**config.mk**
```make
export PLATFORM = sky130hd
export DESIGN_NAME = fp_minmax_unit
export DESIGN_NICKNAME = d
export VERILOG_FILES = /design/src/rtl/fmm_pkg.sv /design/src/rtl/fmm_classify.sv /design/src/rtl/fmm_nan_pick.sv /design/src/rtl/fmm_order.sv /design/src/rtl/fmm_flag_reg.sv /design/src/rtl/fp_minmax_unit.sv
export SDC_FILE = /design/constraint.sdc
export NUM_CORES = 1
export LEC_CHECK = 0
export BUFFER_PORTS_ARGS = -buffer_cell sky130_fd_sc_hd__buf_2
export CORE_ASPECT_RATIO = 0.8
export CORE_MARGIN = 2
export CORE_UTILIZATION = 55
export DETAILED_ROUTE_END_ITERATION = 10
export HOLD_SLACK_MARGIN = 0.12
export PLACE_DENSITY = 0.88
export SETUP_SLACK_MARGIN = 0.5
export SYNTH_ARGS = -nofsm -noshare
export SYNTH_HDL_FRONTEND = slang
export SYNTH_SLANG_ARGS = --single-unit
```
**constraint.sdc**
```tcl
create_clock -name clk -period 2.1 [get_ports clk]
set_clock_uncertainty 0.15 [all_clocks]
set_input_delay 0.63 -clock clk [delete_from_list [all_inputs] [get_ports clk]]
set_output_delay 0.63 -clock clk [all_outputs]
set_load 0.01 [all_outputs]
```
**src/rtl/fmm_pkg.sv**
```systemverilog
package fmm_pkg;

  localparam int WORD_W    = 32;
  localparam int EXP_W     = 8;
  localparam int FRAC_W    = WORD_W - 1 - EXP_W;
  localparam int QUIET_BIT = FRAC_W - 1;

  localparam logic [WORD_W-1:0] CANON_NAN = {1'b0, {EXP_W{1'b1}}, 1'b1, {(FRAC_W-1){1'b0}}};
  localparam logic [WORD_W-1:0] POS_INF   = {1'b0, {EXP_W{1'b1}}, {FRAC_W{1'b0}}};
  localparam logic [WORD_W-1:0] NEG_INF   = {1'b1, {EXP_W{1'b1}}, {FRAC_W{1'b0}}};

  typedef enum logic [2:0] {
    CLS_ZERO = 3'd0,
    CLS_NUM  = 3'd1,
    CLS_INF  = 3'd2,
    CLS_QNAN = 3'd3,
    CLS_SNAN = 3'd4
  } fcls_e;

  // Sort key: unsigned order of the key equals numeric order of the value,
  // with both zeros mapped to the same key.
  function automatic logic [WORD_W-1:0] order_key(input logic [WORD_W-1:0] w,
                                                  input logic              is_zero);
    logic [WORD_W-1:0] k;
    if (is_zero)
      k = {1'b1, {(WORD_W-1){1'b0}}};
    else if (w[WORD_W-1])
      k = ~w;
    else
      k = {1'b1, w[WORD_W-2:0]};
    return k;
  endfunction

endpackage

```
**src/rtl/fmm_classify.sv**
```systemverilog
module fmm_classify
  import fmm_pkg::*;
(
  input  logic [WORD_W-1:0] word_i,
  output fcls_e             cls_o
);

  logic [EXP_W-1:0]  exp_f;
  logic [FRAC_W-1:0] frac_f;

  assign exp_f  = word_i[WORD_W-2 -: EXP_W];
  assign frac_f = word_i[FRAC_W-1:0];

  always_comb begin
    if (exp_f == '0) begin
      cls_o = (frac_f == '0) ? CLS_ZERO : CLS_NUM;
    end else if (exp_f == '1) begin
      if (frac_f == '0)
        cls_o = CLS_INF;
      else if (frac_f[QUIET_BIT])
        cls_o = CLS_QNAN;
      else
        cls_o = CLS_SNAN;
    end else begin
      cls_o = CLS_NUM;
    end
  end

endmodule

```
**src/rtl/fmm_nan_pick.sv**
```systemverilog
module fmm_nan_pick
  import fmm_pkg::*;
(
  input  logic [WORD_W-1:0] a_w,
  input  logic [WORD_W-1:0] b_w,
  input  fcls_e             a_cls,
  input  fcls_e             b_cls,
  input  logic              dn_mode,
  output logic              is_nan_o,
  output logic [WORD_W-1:0] nan_w_o,
  output logic              invalid_o
);

  logic [WORD_W-1:0] picked;
  logic [WORD_W-1:0] quiet_mask;

  assign quiet_mask = {{(WORD_W-QUIET_BIT-1){1'b0}}, 1'b1, {QUIET_BIT{1'b0}}};

  always_comb begin
    is_nan_o  = 1'b1;
    invalid_o = 1'b0;
    picked    = '0;
    if (a_cls == CLS_SNAN) begin
      picked    = a_w | quiet_mask;
      invalid_o = 1'b1;
    end else if (b_cls == CLS_SNAN) begin
      picked    = b_w | quiet_mask;
      invalid_o = 1'b1;
    end else if (a_cls == CLS_QNAN) begin
      picked    = a_w;
    end else if (b_cls == CLS_QNAN) begin
      picked    = b_w;
    end else begin
      is_nan_o  = 1'b0;
    end
    nan_w_o = dn_mode ? CANON_NAN : picked;
  end

endmodule

```
**src/rtl/fmm_order.sv**
```systemverilog
module fmm_order
  import fmm_pkg::*;
(
  input  logic [WORD_W-1:0] a_w,
  input  logic [WORD_W-1:0] b_w,
  input  fcls_e             a_cls,
  input  fcls_e             b_cls,
  input  logic              take_min,
  output logic [WORD_W-1:0] sel_w_o
);

  logic [WORD_W-1:0] key_a;
  logic [WORD_W-1:0] key_b;
  logic              a_wins;
  logic [WORD_W-1:0] chosen;
  fcls_e             chosen_cls;
  logic              zero_sign;

  assign key_a = order_key(a_w, a_cls == CLS_ZERO);
  assign key_b = order_key(b_w, b_cls == CLS_ZERO);

  // strict win for operand 1; ties go to operand 2
  assign a_wins = take_min ? (key_a < key_b) : (key_a > key_b);

  always_comb begin
    chosen     = a_wins ? a_w : b_w;
    chosen_cls = a_wins ? a_cls : b_cls;
    zero_sign  = take_min ? (a_w[WORD_W-1] | b_w[WORD_W-1])
                          : (a_w[WORD_W-1] & b_w[WORD_W-1]);
    if (chosen_cls == CLS_ZERO)
      sel_w_o = {zero_sign, {(WORD_W-1){1'b0}}};
    else
      sel_w_o = chosen;
  end

endmodule

```
**src/rtl/fmm_flag_reg.sv**
```systemverilog
module fmm_flag_reg #(
  parameter int FLAG_W  = 5,
  parameter int INV_BIT = 0
) (
  input  logic              clk,
  input  logic              rst_n,
  input  logic              inv_evt,
  input  logic              trap_en,
  input  logic              clr,
  output logic [FLAG_W-1:0] flags_o,
  output logic              trap_o
);

  logic [FLAG_W-1:0] flags_q, flags_d;
  logic              trap_q, trap_d;
  logic [FLAG_W-1:0] set_vec;

  always_comb begin
    set_vec          = '0;
    set_vec[INV_BIT] = inv_evt & ~trap_en;
    trap_d           = inv_evt & trap_en;
    flags_d          = (clr ? '0 : flags_q) | set_vec;
  end

  always_ff @(posedge clk or negedge rst_n) begin
    if (!rst_n) begin
      flags_q <= '0;
      trap_q  <= 1'b0;
    end else begin
      flags_q <= flags_d;
      trap_q  <= trap_d;
    end
  end

  assign flags_o = flags_q;
  assign trap_o  = trap_q;

endmodule

```
**src/rtl/fp_minmax_unit.sv**
```systemverilog
module fp_minmax_unit
  import fmm_pkg::*;
#(
  parameter int FLAG_W = 5
) (
  input  logic              clk,
  input  logic              rst_n,
  input  logic              in_vld,
  input  logic [WORD_W-1:0] opa,
  input  logic [WORD_W-1:0] opb,
  input  logic [1:0]        opcode,
  input  logic              dn_mode,
  input  logic              inv_trap_en,
  input  logic              flag_clr,
  output logic [WORD_W-1:0] res_o,
  output logic              res_vld_o,
  output logic              trap_o,
  output logic [FLAG_W-1:0] flags_o
);

  localparam int N_OPS   = 2;
  localparam int INV_BIT = 0;

  logic              ignore_nan;
  logic              take_min;
  logic [WORD_W-1:0] raw_w [N_OPS];
  logic [WORD_W-1:0] adj_w [N_OPS];
  fcls_e             raw_cls [N_OPS];
  fcls_e             adj_cls [N_OPS];

  assign ignore_nan = opcode[1];
  assign take_min   = opcode[0];
  assign raw_w[0]   = opa;
  assign raw_w[1]   = opb;

  // classify raw operands, substitute a lone quiet NaN, classify again
  for (genvar g = 0; g < N_OPS; g++) begin : g_opnd
    localparam int OTHER = N_OPS - 1 - g;
    logic lone_q;

    fmm_classify u_raw_cls (
      .word_i (raw_w[g]),
      .cls_o  (raw_cls[g])
    );

    assign lone_q   = ignore_nan && (raw_cls[g] == CLS_QNAN) && (raw_cls[OTHER] != CLS_QNAN);
    assign adj_w[g] = lone_q ? (take_min ? POS_INF : NEG_INF) : raw_w[g];

    fmm_classify u_adj_cls (
      .word_i (adj_w[g]),
      .cls_o  (adj_cls[g])
    );
  end

  logic              is_nan;
  logic [WORD_W-1:0] nan_w;
  logic              invalid;
  logic [WORD_W-1:0] ord_w;

  fmm_nan_pick u_nan (
    .a_w       (adj_w[0]),
    .b_w       (adj_w[1]),
    .a_cls     (adj_cls[0]),
    .b_cls     (adj_cls[1]),
    .dn_mode   (dn_mode),
    .is_nan_o  (is_nan),
    .nan_w_o   (nan_w),
    .invalid_o (invalid)
  );

  fmm_order u_ord (
    .a_w      (adj_w[0]),
    .b_w      (adj_w[1]),
    .a_cls    (adj_cls[0]),
    .b_cls    (adj_cls[1]),
    .take_min (take_min),
    .sel_w_o  (ord_w)
  );

  // result register with written-out enable
  logic [WORD_W-1:0] res_q, res_d;
  logic              vld_q, vld_d;
  logic              res_en;

  always_comb begin
    res_en = in_vld;
    vld_d  = in_vld;
    res_d  = is_nan ? nan_w : ord_w;
  end

  always_ff @(posedge clk or negedge rst_n) begin
    if (!rst_n) begin
      res_q <= '0;
      vld_q <= 1'b0;
    end else begin
      vld_q <= vld_d;
      if (res_en)
        res_q <= res_d;
    end
  end

  fmm_flag_reg #(
    .FLAG_W  (FLAG_W),
    .INV_BIT (INV_BIT)
  ) u_flags (
    .clk     (clk),
    .rst_n   (rst_n),
    .inv_evt (in_vld & invalid),
    .trap_en (inv_trap_en),
    .clr     (flag_clr),
    .flags_o (flags_o),
    .trap_o  (trap_o)
  );

  assign res_o     = res_q;
  assign res_vld_o = vld_q;

endmodule

```
==> flow_summary.yaml, run 1 <==
global_route:
  antenna_found_initial: 2
  grt_start_max_net_pins: 47
  grt-ovfl-total: 11
  gr-usage-all-layers_pct: 77.7
cts:
  clockBufferDepth: 2
  clock-sinks: 35
  cts_hold_buf: 0
  cts_buffers: 5
  htreeDepth: 2
  root_buffer: "clkbuf_8"
floorplan:
  io_pins: 111
  rows: 28
  start_util_pct: 57.2
  die_h_um: 82.6
  fp.dieW_um: 102
placement:
  dp_cells: 850
  dpl_cell_area_sq_mm: 0.00587
  place_ws_ps: -2480
  portBuffers: 106
  detailed_place_hpwl_mm: 12.4
  globalplace.congestion: 1.02
sta:
  grt_worst_setup_endpoint: "res_o[7]$_DFFE_PN0P_/D"
  worst_path_end_type: "register input"
logic_synthesis:
  ys_top_cells_by_area: "dfrtp_1 (21%), ha_1 (9.4%), mux2i_1 (8.7%)"
  synth_seq_area_share_pct: 20.6
  postSynthCellCount: 550
  syn_area_sq_mm: 0.00425
  synth_seq_cells: 35
  synth_area_leader_cell: "dfrtp_1"
  yosysWarnings: 0
  yosysTopAreaCellShare_pct: 20.6
  ys_types: 44
  avgSynthCellArea_sq_um: 7.72
status:
  first-error: "[ERROR GRT-0232] Routing congestion too high. Check the congestion heatmap in the GUI."
  stop_stage: "global routing"
  status: "aborted with a tool error"
## cells by family after synthesis
logic type / synth area share (%)
AND/OR/NAND/NOR: 25.1
AO/OA/AOI/OAI: 17.2
XOR/XNOR: 12.0
buffers and inverters: 6.66
multiplexers: 8.99
flip-flops: 20.6
adder cells (fa/ha/maj): 9.43
other: 0.0883
## what timing repair did
action | in CTS
pin swaps | 13
setup endpoints to repair | 50
setup buffers | 25
resized for setup | 39
hold endpoints to repair | 0
gates cloned | 2
## through the flow
| step | hold WS, ps | setup TNS (ps) |
|---|---|---|
| after global placement | 344 | -71120 |
| after floorplan | 184 | -69030 |
| after detailed placement | 356 | -77840 |
| after CTS | 231 | -65610 |
## metal layers
metal / global-route usage (%) / GRT overflow
met1: 74.5 / 0
met2: 91.0 / 8
met3: 69.4 / 0
met4: 79.3 / 3
met5: 43.6 / 0
## synthesized netlist by cell type, drive strengths merged
| library cell | n |
|---|---|
| nor3 | 4 |
| nand3 | 5 |
| nand2 | 93 |
| nand2b | 3 |
| nor2 | 33 |
| dfrtp | 35 |
| a2111o | 2 |
| or2 | 2 |
| o22ai | 1 |
| xnor2 | 31 |
| a22oi | 2 |
| a21o | 1 |
| mux2 | 1 |
| nor3b | 2 |
| nor2b | 24 |
| conb | 1 |
| o21ai | 30 |
| buf | 28 |
| nand4 | 37 |
| nor4 | 16 |
| a211oi | 2 |
| o21bai | 2 |
| clkbuf | 18 |
| o32a | 1 |
| xor2 | 27 |
| o211ai | 4 |
| ha | 32 |
| a21oi | 41 |
| mux2i | 37 |
| o22a | 1 |
| inv | 9 |
| or3 | 1 |
| o21a | 1 |
| a221o | 22 |
| o311ai | 1 |
==> inputs of run 2 (changes only) <==
CORE_ASPECT_RATIO = unset   (was 0.8)
CORE_UTILIZATION = 40   (was 55)
HOLD_SLACK_MARGIN = unset   (was 0.12)
PLACE_DENSITY = unset   (was 0.88)
PLACE_DENSITY_LB_ADDON = 0.15   (was unset)
SETUP_SLACK_MARGIN = unset   (was 0.5)
==> run 2 against run 1 <==
The flow now finishes, with violations (setup timing). Synthesized cell count stayed put. Area after synthesis stayed put.
==> flow_summary.yaml, run 2 <==
final_layout:
  finalNonFillerCells: 915
  seq_area_sq_um: 876
  largest_reg_flops: 32
  final_common_cell: "buf_4"
  finalInstanceArea_sq_mm: 0.00661
  n_antenna_cell: 0
  synthToLayoutAreaGrowth_pct: 55.5
  fillCellCount: 883
  multi_input_area_sq_mm: 0.00344
  layout_common_cells: "buf_4 (129), buf_2 (92), nand2_1 (91), nand4_1 (37), a21oi_1 (36)"
  nNetsFinal: 882
  drive_gt1_share_pct: 40.8
setup_path:
  startpoint: "opb[24]"
  required_ps: 2150
  critPathTopFamily: "compound AO/OA/AOI/OAI gates"
  start_kind: "input port"
  crit_path_max_incr_delay_ps: 390
  critPathArrivalTime_ps: 4320
  critical_path_class: "in2reg"
  critical-path-slowest-cell: "mux2_4"
  cpMostUsedCell: "buf_6"
  r2r_slack_ps: 1020
  crit_fanout: 7
  worst-path-buf-inv: 5
  path_cells: "buf_6, nand4_1, nor2_2, nand4_1, buf_6, a21oi_4, buf_6, buf_6, xor2_1, nand2_1, ha_4, a211oi_2, a211oi_2, o21bai_1, nand3_2, a21oi_4, buf_12, mux2_4, mux2i_1, a221o_1"
  cp-endpoint: "res_o[14]"
  critPathCaptureType: "register"
  cp.depth: 20
  r2r_cells: 2
  reg2reg_to: "res_o[11]"
  r2r-start: "res_o[11]"
sta:
  fmax_ghz: 0.234
  final_hold_viol_count: 0
  fin_hold_ws_ps: 128
  setup_violations: 32
  grt_setup_unrepaired: "true"
  min_period_ps: 4270
  period_share_pct: 204
  timing.final.ws_setup_ps: -2170
  slew_viol_final: 0
route:
  dr.first_iter.drc_count: 447
  firstDrtPassIters: 5
  drc: 0
  ant_nets: 0
  avgViaCountPerCell: 5.61
  wirelength_mm: 16.0
  vias: 5135
  wl_per_cell_um: 17.5
power_and_ir_drop:
  combPwrFrac_pct: 50.5
  internal-power_w: 0.00174
  clock_power_share_pct: 20.8
  swShare_pct: 37.8
  max-vdd-ir-drop_mv: 0.265
  seqPwrFrac_pct: 28.7
  power_density_mw_per_mm2: 424
  power_leakage_nw: 3.30
  p_sw_w: 0.00106
placement:
  globalplace.congestion: 0.973
  portBuffers: 106
  detailed_place_hpwl_mm: 11.7
  dp_cells: 884
  dpl_cell_area_sq_mm: 0.00588
  place_ws_ps: -2480
floorplan:
  io_pins: 111
  die_h_um: 107
  start_util_pct: 41.1
  core_area_sq_mm: 0.0103
  die_area_sq_mm: 0.0115
  rows: 37
  fp.dieW_um: 107
logic_synthesis:
  yosysTopAreaCellShare_pct: 20.6
  synthArstFlopShare_pct: 100
  yosys.cell_count.top_type: "nand2_1"
  synth_seq_area_share_pct: 20.6
  ys_top_cells_by_area: "dfrtp_1 (21%), ha_1 (9.4%), mux2i_1 (8.7%)"
  synth_fa_ha_area_share_pct: 9.43
  synthXorXnorAreaFrac_pct: 12.0
  yosys.area_share.simple_pct: 25.1
  ys_types: 44
  synth_area_leader_cell: "dfrtp_1"
  yosysWarnings: 0
  synth_edf_count: 0
  synth_top_family_by_area: "simple AND/OR/NAND/NOR gates"
  synth_compound_area_share_pct: 17.2
  avgSynthCellArea_sq_um: 7.72
  synth_ff_type: "dfrtp_1"
  ys_top_cells_by_count: "nand2_1 (93), a21oi_1 (39), mux2i_1 (37), nand4_1 (37), dfrtp_1 (35)"
  synth_seq_cells: 35
  synthMuxAreaShare_pct: 8.99
  syn_area_sq_mm: 0.00425
  postSynthCellCount: 550
status:
  violations: "setup timing"
  status: "finished with violations"
global_route:
  grt_pass1_vias: 4914
  grt-ovfl-total: 0
  grt_pass1_wl_mm: 25.0
  antenna_found_initial: 0
  gr-usage-all-layers_pct: 27.5
  grt_start_max_net_pins: 47
cts:
  clkTransAtPathRegs_ps: 90
  clock-sinks: 35
  htreeDepth: 2
  cts_tree: "done"
  cts_buffers: 5
  clockBufferDepth: 2
  cts_hold_buf: 0
  insertion_delay_ps: 300
  root_buffer: "clkbuf_8"
hold_path:
  hp-class: "in2async"
job:
  maxCapViolCount: 0
run 2: cell counts after synthesis:
No cell type changed its count.
run 2: logic make-up after synthesis:
kind of cell | Yosys count
AO/OA/AOI/OAI | 111
XOR/XNOR | 58
adder cells (fa/ha/maj) | 32
buffers and inverters | 55
flip-flops | 35
multiplexers | 38
other | 1
AND/OR/NAND/NOR | 220
run 2: area by class of cell:
cell class                 count  area share, %
clock inverter                 2          0.246
clock buffer                   6           1.25
multi-input combinational    466           52.1
tap                          136           2.58
inverter                       9          0.511
sequential                    35           13.3
timing repair buffer         261           30.0
run 2: how the worst min path moves through the flow:
stage	start	cells past startpoint	endpoint
after floorplan	rst_n	0	res_o[0]
after global placement	res_o[22]	1	res_o[22]
after detailed placement	res_o[22]	1	res_o[22]
after CTS	rst_n	2	res_o[5]
after global routing	rst_n	2	res_o[0]
final	rst_n	2	res_o[25]
run 2: layer usage:
layer	vias up	track usage, %	part of all wire (%)	wire, um
met5	-	0	0	0
met4	0	5.57	1.8	294
met3	32	3.53	6.1	971
met2	218	47.8	49	7810
met1	2452	36.5	43	6960
li1	2433	-	-	-
run 2: power groups by stage:
| stage | combinational [W] | clock (W) | sequential (W) |
|---|---|---|---|
| finish | 0.00141 | 0.000581 | 0.000803 |
| floorplan | 0.000684 | 0 | 0.000849 |
| global placement | 0.00120 | 0 | 0.000811 |
| global route | 0.00154 | 0.000623 | 0.000811 |
| detailed placement | 0.00123 | 0 | 0.000814 |
| CTS | 0.00136 | 0.000588 | 0.000802 |
run 2: per-stage QoR:
stage | util (%) | power, W | setup TNS, ps
global placement | 57.0 | 0.00201 | -75090
floorplan | - | 0.00153 | -69030
finish | 64.0 | 0.00280 | -67500
detailed placement | 57.0 | 0.00205 | -78710
global route | 64.0 | 0.00298 | -71140
CTS | 62.1 | 0.00275 | -62280
run 2: timing repair:
item / in CTS / in global routing
pin swaps: 27 / 26
endpoints found under the setup margin: 34 / 34
resized for setup: 46 / 26
buffers inserted: 16 / 5
gates cloned: 4 / 0
Note: power is estimated with default switching activity, not from simulation.
